<file path="src/rtl/shf_pkg.sv">
// Shared types for the shift unit.
// Assumes: mode codes 4..7 all select the single-step rotate left.
package shf_pkg;
    typedef enum logic [2:0] {
        SHF_RRC = 3'd0,   // rotate right through carry
        SHF_SRL = 3'd1,   // unsigned shift right
        SHF_SRA = 3'd2,   // sign-keeping shift right
        SHF_SLA = 3'd3,   // arithmetic shift left
        SHF_RLC = 3'd4    // rotate left through carry, one step
    } shf_mode_e;

    // Map a raw 3-bit code onto the supported operations.
    function automatic shf_mode_e shf_decode(input logic [2:0] code);
        return code[2] ? SHF_RLC : shf_mode_e'(code);
    endfunction
endpackage

</file>
<file path="src/rtl/shf_step.sv">
// One-position shift step, purely combinational.
// Assumes: in narrow mode the bits of x above NARROW_W-1 are already zero.
module shf_step
    import shf_pkg::*;
#(
    parameter int DATA_W   = 20,
    parameter int NARROW_W = 16
) (
    input  logic [DATA_W-1:0] x,
    input  logic              cin,
    input  shf_mode_e         mode,
    input  logic              wide,
    output logic [DATA_W-1:0] y,
    output logic              cout
);
    localparam int UPPER_W = DATA_W - NARROW_W;

    logic [DATA_W-1:0] width_mask;
    logic [DATA_W-1:0] top_onehot;
    logic              msb_bit;
    logic              fill_bit;
    logic [DATA_W-1:0] shr;
    logic [DATA_W-1:0] shl;

    // Select width mask and position of the working MSB.
    always_comb begin
        width_mask = wide ? {DATA_W{1'b1}} : {{UPPER_W{1'b0}}, {NARROW_W{1'b1}}};
        top_onehot = wide ? ({{(DATA_W-1){1'b0}}, 1'b1} << (DATA_W-1))
                          : ({{(DATA_W-1){1'b0}}, 1'b1} << (NARROW_W-1));
        msb_bit    = |(x & top_onehot);
    end

    // Bit entering the MSB on right shifts.
    always_comb begin
        unique case (mode)
            SHF_RRC: fill_bit = cin;
            SHF_SRA: fill_bit = msb_bit;
            default: fill_bit = 1'b0;
        endcase
    end

    // Per-bit right shift: each bit takes its upper neighbour, the top takes the fill.
    for (genvar i = 0; i < DATA_W; i++) begin : g_shr
        if (i == DATA_W-1) begin : g_top
            assign shr[i] = top_onehot[i] ? fill_bit : 1'b0;
        end else begin : g_mid
            assign shr[i] = top_onehot[i] ? fill_bit : (x[i+1] & width_mask[i]);
        end
    end

    // Left shift with the rotate-in bit at position zero.
    always_comb shl = {x[DATA_W-2:0], (mode == SHF_RLC) ? cin : 1'b0} & width_mask;

    // Pick direction and the outgoing carry.
    always_comb begin
        if (mode == SHF_SLA || mode == SHF_RLC) begin
            y    = shl;
            cout = msb_bit;
        end else begin
            y    = shr;
            cout = x[0];
        end
    end
endmodule

</file>
<file path="src/rtl/shf_seq.sv">
// Step sequencer: counts the remaining steps and produces busy and done.
// Assumes: the first step is taken on the accepting edge itself.
module shf_seq #(
    parameter int CNT_W = 2
) (
    input  logic             clk,
    input  logic             rst_n,
    input  logic             start,
    input  logic [CNT_W-1:0] cnt_m1,
    input  logic             single,
    output logic             accept,
    output logic             busy,
    output logic             done
);
    logic [CNT_W-1:0] remain_q;
    logic [CNT_W-1:0] first_rem;

    // A new operation is taken only when idle.
    always_comb accept = start && !busy;
    // Steps still to do after the accepting edge.
    always_comb first_rem = single ? '0 : cnt_m1;

    // Advance the step count, raise done after the last step.
    always_ff @(posedge clk) begin
        if (!rst_n) begin
            remain_q <= '0;
            busy     <= 1'b0;
            done     <= 1'b0;
        end else if (accept) begin
            remain_q <= first_rem;
            busy     <= (first_rem != '0);
            done     <= (first_rem == '0);
        end else if (busy) begin
            remain_q <= remain_q - 1'b1;
            busy     <= (remain_q != 1);
            done     <= (remain_q == 1);
        end else begin
            done     <= 1'b0;
        end
    end

    // busy and done never overlap
    a_r9_busy_done_excl: assert property (@(posedge clk) disable iff (!rst_n)
        !(busy && done));
    // a busy operation either continues or completes
    a_r9_busy_ends_in_done: assert property (@(posedge clk) disable iff (!rst_n)
        busy |=> (busy || done));
    // a start during busy does not restart the count
    a_r10_start_ignored: assert property (@(posedge clk) disable iff (!rst_n)
        (busy && start && remain_q == 1) |=> (done && !busy));
endmodule

</file>
<file path="src/rtl/shf_flags.sv">
// Negative and zero flags for the stored result.
// Assumes: bits above the narrow width are zero in narrow mode.
module shf_flags #(
    parameter int DATA_W   = 20,
    parameter int NARROW_W = 16
) (
    input  logic              clk,
    input  logic              rst_n,
    input  logic [DATA_W-1:0] value,
    input  logic              wide,
    output logic              neg,
    output logic              zero
);
    // Sign from the width-selected MSB, zero from the whole value.
    always_comb begin
        neg  = wide ? value[DATA_W-1] : value[NARROW_W-1];
        zero = (value == '0);
    end

    // a zero result is never flagged negative
    a_r8_zero_not_neg: assert property (@(posedge clk) disable iff (!rst_n)
        zero |-> !neg);
endmodule

</file>
<file path="src/rtl/shf_unit.sv">
// Top: iterative 16/20-bit shift unit, one position per clock.
// Assumes: result and flags are meaningful from the done pulse until the next start.
module shf_unit
    import shf_pkg::*;
#(
    parameter int DATA_W   = 20,
    parameter int NARROW_W = 16,
    parameter int CNT_W    = 2
) (
    input  logic              clk,
    input  logic              rst_n,
    input  logic              start,
    input  logic [DATA_W-1:0] operand,
    input  logic [CNT_W-1:0]  cnt_m1,
    input  logic [2:0]        mode,
    input  logic              wide,
    input  logic              carry_in,
    output logic              busy,
    output logic              done,
    output logic [DATA_W-1:0] result,
    output logic              carry_out,
    output logic              neg,
    output logic              zero
);
    localparam int UPPER_W = DATA_W - NARROW_W;

    shf_mode_e         mode_in;
    shf_mode_e         mode_q;
    logic              wide_q;
    logic [DATA_W-1:0] data_q;
    logic              carry_q;
    logic              accept;
    logic [DATA_W-1:0] src;
    logic              src_c;
    shf_mode_e         src_mode;
    logic              src_wide;
    logic [DATA_W-1:0] step_y;
    logic              step_c;

    // Decode the raw mode code.
    always_comb mode_in = shf_decode(mode);

    shf_seq #(.CNT_W(CNT_W)) u_seq (
        .clk    (clk),
        .rst_n  (rst_n),
        .start  (start),
        .cnt_m1 (cnt_m1),
        .single (mode_in == SHF_RLC),
        .accept (accept),
        .busy   (busy),
        .done   (done)
    );

    // Step source: fresh inputs on accept, otherwise the held state.
    always_comb begin
        if (accept) begin
            src      = wide ? operand : {{UPPER_W{1'b0}}, operand[NARROW_W-1:0]};
            src_c    = carry_in;
            src_mode = mode_in;
            src_wide = wide;
        end else begin
            src      = data_q;
            src_c    = carry_q;
            src_mode = mode_q;
            src_wide = wide_q;
        end
    end

    shf_step #(.DATA_W(DATA_W), .NARROW_W(NARROW_W)) u_step (
        .x    (src),
        .cin  (src_c),
        .mode (src_mode),
        .wide (src_wide),
        .y    (step_y),
        .cout (step_c)
    );

    // Hold the working value, carry and operation setup.
    always_ff @(posedge clk) begin
        if (!rst_n) begin
            data_q  <= '0;
            carry_q <= 1'b0;
            mode_q  <= SHF_RRC;
            wide_q  <= 1'b0;
        end else if (accept || busy) begin
            data_q  <= step_y;
            carry_q <= step_c;
            mode_q  <= src_mode;
            wide_q  <= src_wide;
        end
    end

    shf_flags #(.DATA_W(DATA_W), .NARROW_W(NARROW_W)) u_flags (
        .clk   (clk),
        .rst_n (rst_n),
        .value (data_q),
        .wide  (wide_q),
        .neg   (neg),
        .zero  (zero)
    );

    always_comb result    = data_q;
    always_comb carry_out = carry_q;

    // narrow operations leave the upper bits clear
    a_r2_narrow_upper_clear: assert property (@(posedge clk) disable iff (!rst_n)
        !wide_q |-> (data_q[DATA_W-1:NARROW_W] == '0));
    // setup is held steady while busy
    a_r10_setup_held: assert property (@(posedge clk) disable iff (!rst_n)
        (busy && $past(busy)) |-> ($stable(wide_q) && $stable(mode_q)));
endmodule

</file>
<file path="config.mk">
export PLATFORM = sky130hd
export DESIGN_NAME = shf_unit
export DESIGN_NICKNAME = d
export VERILOG_FILES = /design/src/rtl/shf_pkg.sv /design/src/rtl/shf_step.sv /design/src/rtl/shf_seq.sv /design/src/rtl/shf_flags.sv /design/src/rtl/shf_unit.sv
export SDC_FILE = /design/constraint.sdc
export NUM_CORES = 1
export LEC_CHECK = 0
export CORE_MARGIN = 2
export CORE_UTILIZATION = 48
export DETAILED_ROUTE_END_ITERATION = 12
export GPL_TIMING_DRIVEN = 1
export PLACE_DENSITY = 0.92
export REMOVE_ABC_BUFFERS = 1
export SLEW_MARGIN = 20
export SYNTH_ARGS = -nofsm -noshare
export SYNTH_HDL_FRONTEND = slang
export SYNTH_HIERARCHICAL = 1
export SYNTH_SLANG_ARGS = --single-unit
</file>
<file path="constraint.sdc">
create_clock -name clk -period 3.16 [get_ports clk]
set_clock_uncertainty 0.2 [all_clocks]
set_input_delay 0.632 -clock clk [delete_from_list [all_inputs] [get_ports clk]]
set_output_delay 0.632 -clock clk [all_outputs]
set_load 0.005 [all_outputs]
</file>
==> impl_metrics.yaml <==
clocking:
  cts_root_buf: "clkbuf_8"
  ctsResizeCount: 0
  cts_setup_buffers: 0
  clock_sinks: 29
  clkTransAtPathRegs_ps: 70
  cts_tree: "done"
  cts_made_buffers: 5
  insertion_delay_ps: 290
  htree_num_levels: 2
  cts_hold_buf: 0
  clk_path_buf_depth: 2
placement:
  place_ws_ps: 16.9
  place_congestion: 0.822
  place_hpwl_um: 3570
  port_buffers: 54
min_path:
  min_path_type: "reg -> reg"
  holdPathStages: 2
  hp-start: "result[2]"
yosys:
  synth_top_family_by_area: "multiplexers"
  synth_seq_area_share_pct: 29.4
  syn_avg_cell_area_um2: 8.79
  synth_edf_count: 0
  synthesis.instances: 225
  synth_xor_area_share_pct: 0
  ys_top_cells_by_count: "dfxtp_1, nand2_1, mux2_2"
  syn_area_um2: 1980
  synth_most_common_cell: "dfxtp_1"
  netlist_top_cells_area: "dfxtp_1, mux2_2, o211ai_1, mux2_4, o21ai_1"
  synth_top_area_share_pct: 29.4
  synth_largest_area_cell: "dfxtp_1"
  synth-adder-area-share_pct: 0.633
  synth_compound_area_share_pct: 21.6
  synth_mux_area_share_pct: 22.2
  async_flop_share_pct: 0
  ys_seq_elements: 29
  yosysWarnings: 6
  synthDistinctLibCells: 42
  synth_ff_type: "dfxtp_1"
  synth_simple_gate_area_share_pct: 17.5
flow_run:
  maxCapViolCount: 0
timing:
  finalMaxSlewViolations: 0
  whs_ps: 277
  rsz0062_at_grt: "no"
  fin_crit_sh_pct: 90.7
  min_period_ps: 2870
  finalWorstSetupSlack_ps: 293
  finalSetupViolations: 0
  hold_viol: 0
  fmax_mhz: 349
  tightestPinTransition_ps: 543
  slew_headroom_pct: 63.5
power_and_ir_drop:
  switching_share_pct: 28.4
  pwr-share-comb_pct: 30.9
  p_switching_mw: 0.340
  internal_power_mw: 0.856
  power_frac_clock_pct: 34.0
  ir_worst_vdd_mv: 0.263
  leakagePower_nw: 0.978
  sequentialPowerShare_pct: 35.1
  powerDensity_nw_per_um2: 450
floorplan:
  die_h_um: 68.2
  core_um2: 3970
  initial_core_util_pct: 49.8
  pin_count: 55
  fp-row-count: 23
  chipWidth_um: 68.2
  die-area_um2: 4650
detailed_routing:
  route.detailed.drc: 0
  wl_um: 5230
  via_count: 1921
  drt_pass1_iterations: 4
  ant_nets: 0
  wl_per_cell_um: 15.8
  drt_iter0_drc: 143
  routed_via_density: 5.80
grt:
  grt_max_degree: 51
  grt.overflow.total: 0
  antenna_found_initial: 0
  grt_use_total_pct: 23.9
  grt_pass1_vias: 1861
  grt_pass1_wl_um: 8490
worst_setup_path:
  reg2reg_from: "u_seq/busy"
  rr_worst_depth: 7
  crit_path_start_kind: "input pin"
  setup.worst_path.end_class: "flop"
  startpoint: "start"
  worstSetupPathType: "in -> reg"
  path_max_fanout: 22
  worstPathRequired_ps: 3130
  cp.arrival_ps: 2840
finish:
  syn2layout_area_growth_pct: 34.6
  layout-drive-gt1-share_pct: 19.9
  post-route-util_pct: 67.0
  fin_nets: 311
  antenna_cells: 0
  nFillCells: 332
outcome:
  status: "finished, final reports clean"
registers in the layout, summed over array words and instances, names as in the netlist:
signal	count
result	20
mode_q	3
u_seq/remain_q	2
carry_out	1
u_seq/busy	1
u_seq/done	1
wide_q	1
per-stage QoR:
| step | instances | instance area (um^2) | power, mW | setup TNS [ps] |
|---|---|---|---|---|
| global placement | 323 | 2540 | 0.776 | 0 |
| detailed placement | 323 | 2540 | 0.788 | 0 |
| CTS | 331 | 2660 | 1.19 | 0 |
| floorplan | 206 | 1840 | 0.620 | -9290 |
| finish | 331 | 2660 | 1.20 | 0 |
| global route | 331 | 2660 | 1.25 | 0 |
placed cells by master, fill, tap and decap left out, types with 2 or more instances in the layout:
master and count:
inv_1 9, clkbuf_8 6, clkdlybuf4s50_1 54, nor4_1 5, and2_1 3, o21ai_1 21, dfxtp_1 29, nor2_1 6
buf_4 13, a21oi_1 4, o211ai_1 21, mux2_2 23, nand3_1 9, mux2_1 4, nand2_1 24, a31oi_1 2
a21boi_0 2, nand2b_1 3, a311oi_1 2, o21ai_0 10, nand3b_1 3, mux2_4 9
logic make-up (layout without fill, tap and decap cells):
logic type,after synthesis,count (layout)
buffers and inverters,28,84
multiplexers,36,36
AND/OR/NAND/NOR,63,63
flip-flops,29,29
adder cells (fa/ha/maj),1,1
AO/OA/AOI/OAI,68,68
worst paths after layout:
kind                endpoint  slack, ps
hold reg to reg    result[2]        280
hold / removal     result[2]        280
setup reg to reg  result[13]        860
setup / recovery  result[13]        290
layout make-up:
| class | instances | area [um^2] | area share, % |
|---|---|---|---|
| Multi-Input combinational cell | 168 | 1230 | 46.2 |
| Inverter | 9 | 33.8 | 1.27 |
| Clock inverter | 1 | 30.0 | 1.13 |
| Tap cell | 50 | 62.6 | 2.35 |
| Sequential cell | 29 | 581 | 21.8 |
| Timing Repair Buffer | 67 | 638 | 24.0 |
| Clock buffer | 7 | 86.3 | 3.24 |
per-layer routing:
layer / vias to the layer above / wire [um] / global-route usage [%]
li1: 937 / - / -
met1: 891 / 2210 / 29.0
met2: 82 / 2530 / 41.0
met3: 11 / 375 / 5.59
met4: 0 / 114 / 8.75
met5: - / 0 / 0
worst max-delay path, stage by stage:
cell and delay (ps):
clkdlybuf4s50_1 510, nor2b_4 230, buf_4 260, buf_4 310
mux2_2 390, mux2_1 310, o211ai_1 90, o21ai_0 100
power groups by stage:
stage | Combinational (mW) | Clock, mW | Sequential (mW)
floorplan | 0.192 | 0 | 0.428
global route | 0.399 | 0.426 | 0.424
finish | 0.370 | 0.407 | 0.420
CTS | 0.368 | 0.406 | 0.420
global placement | 0.350 | 0 | 0.426
detailed placement | 0.360 | 0 | 0.428
No activity file was read; power rests on OpenSTA's default activity.
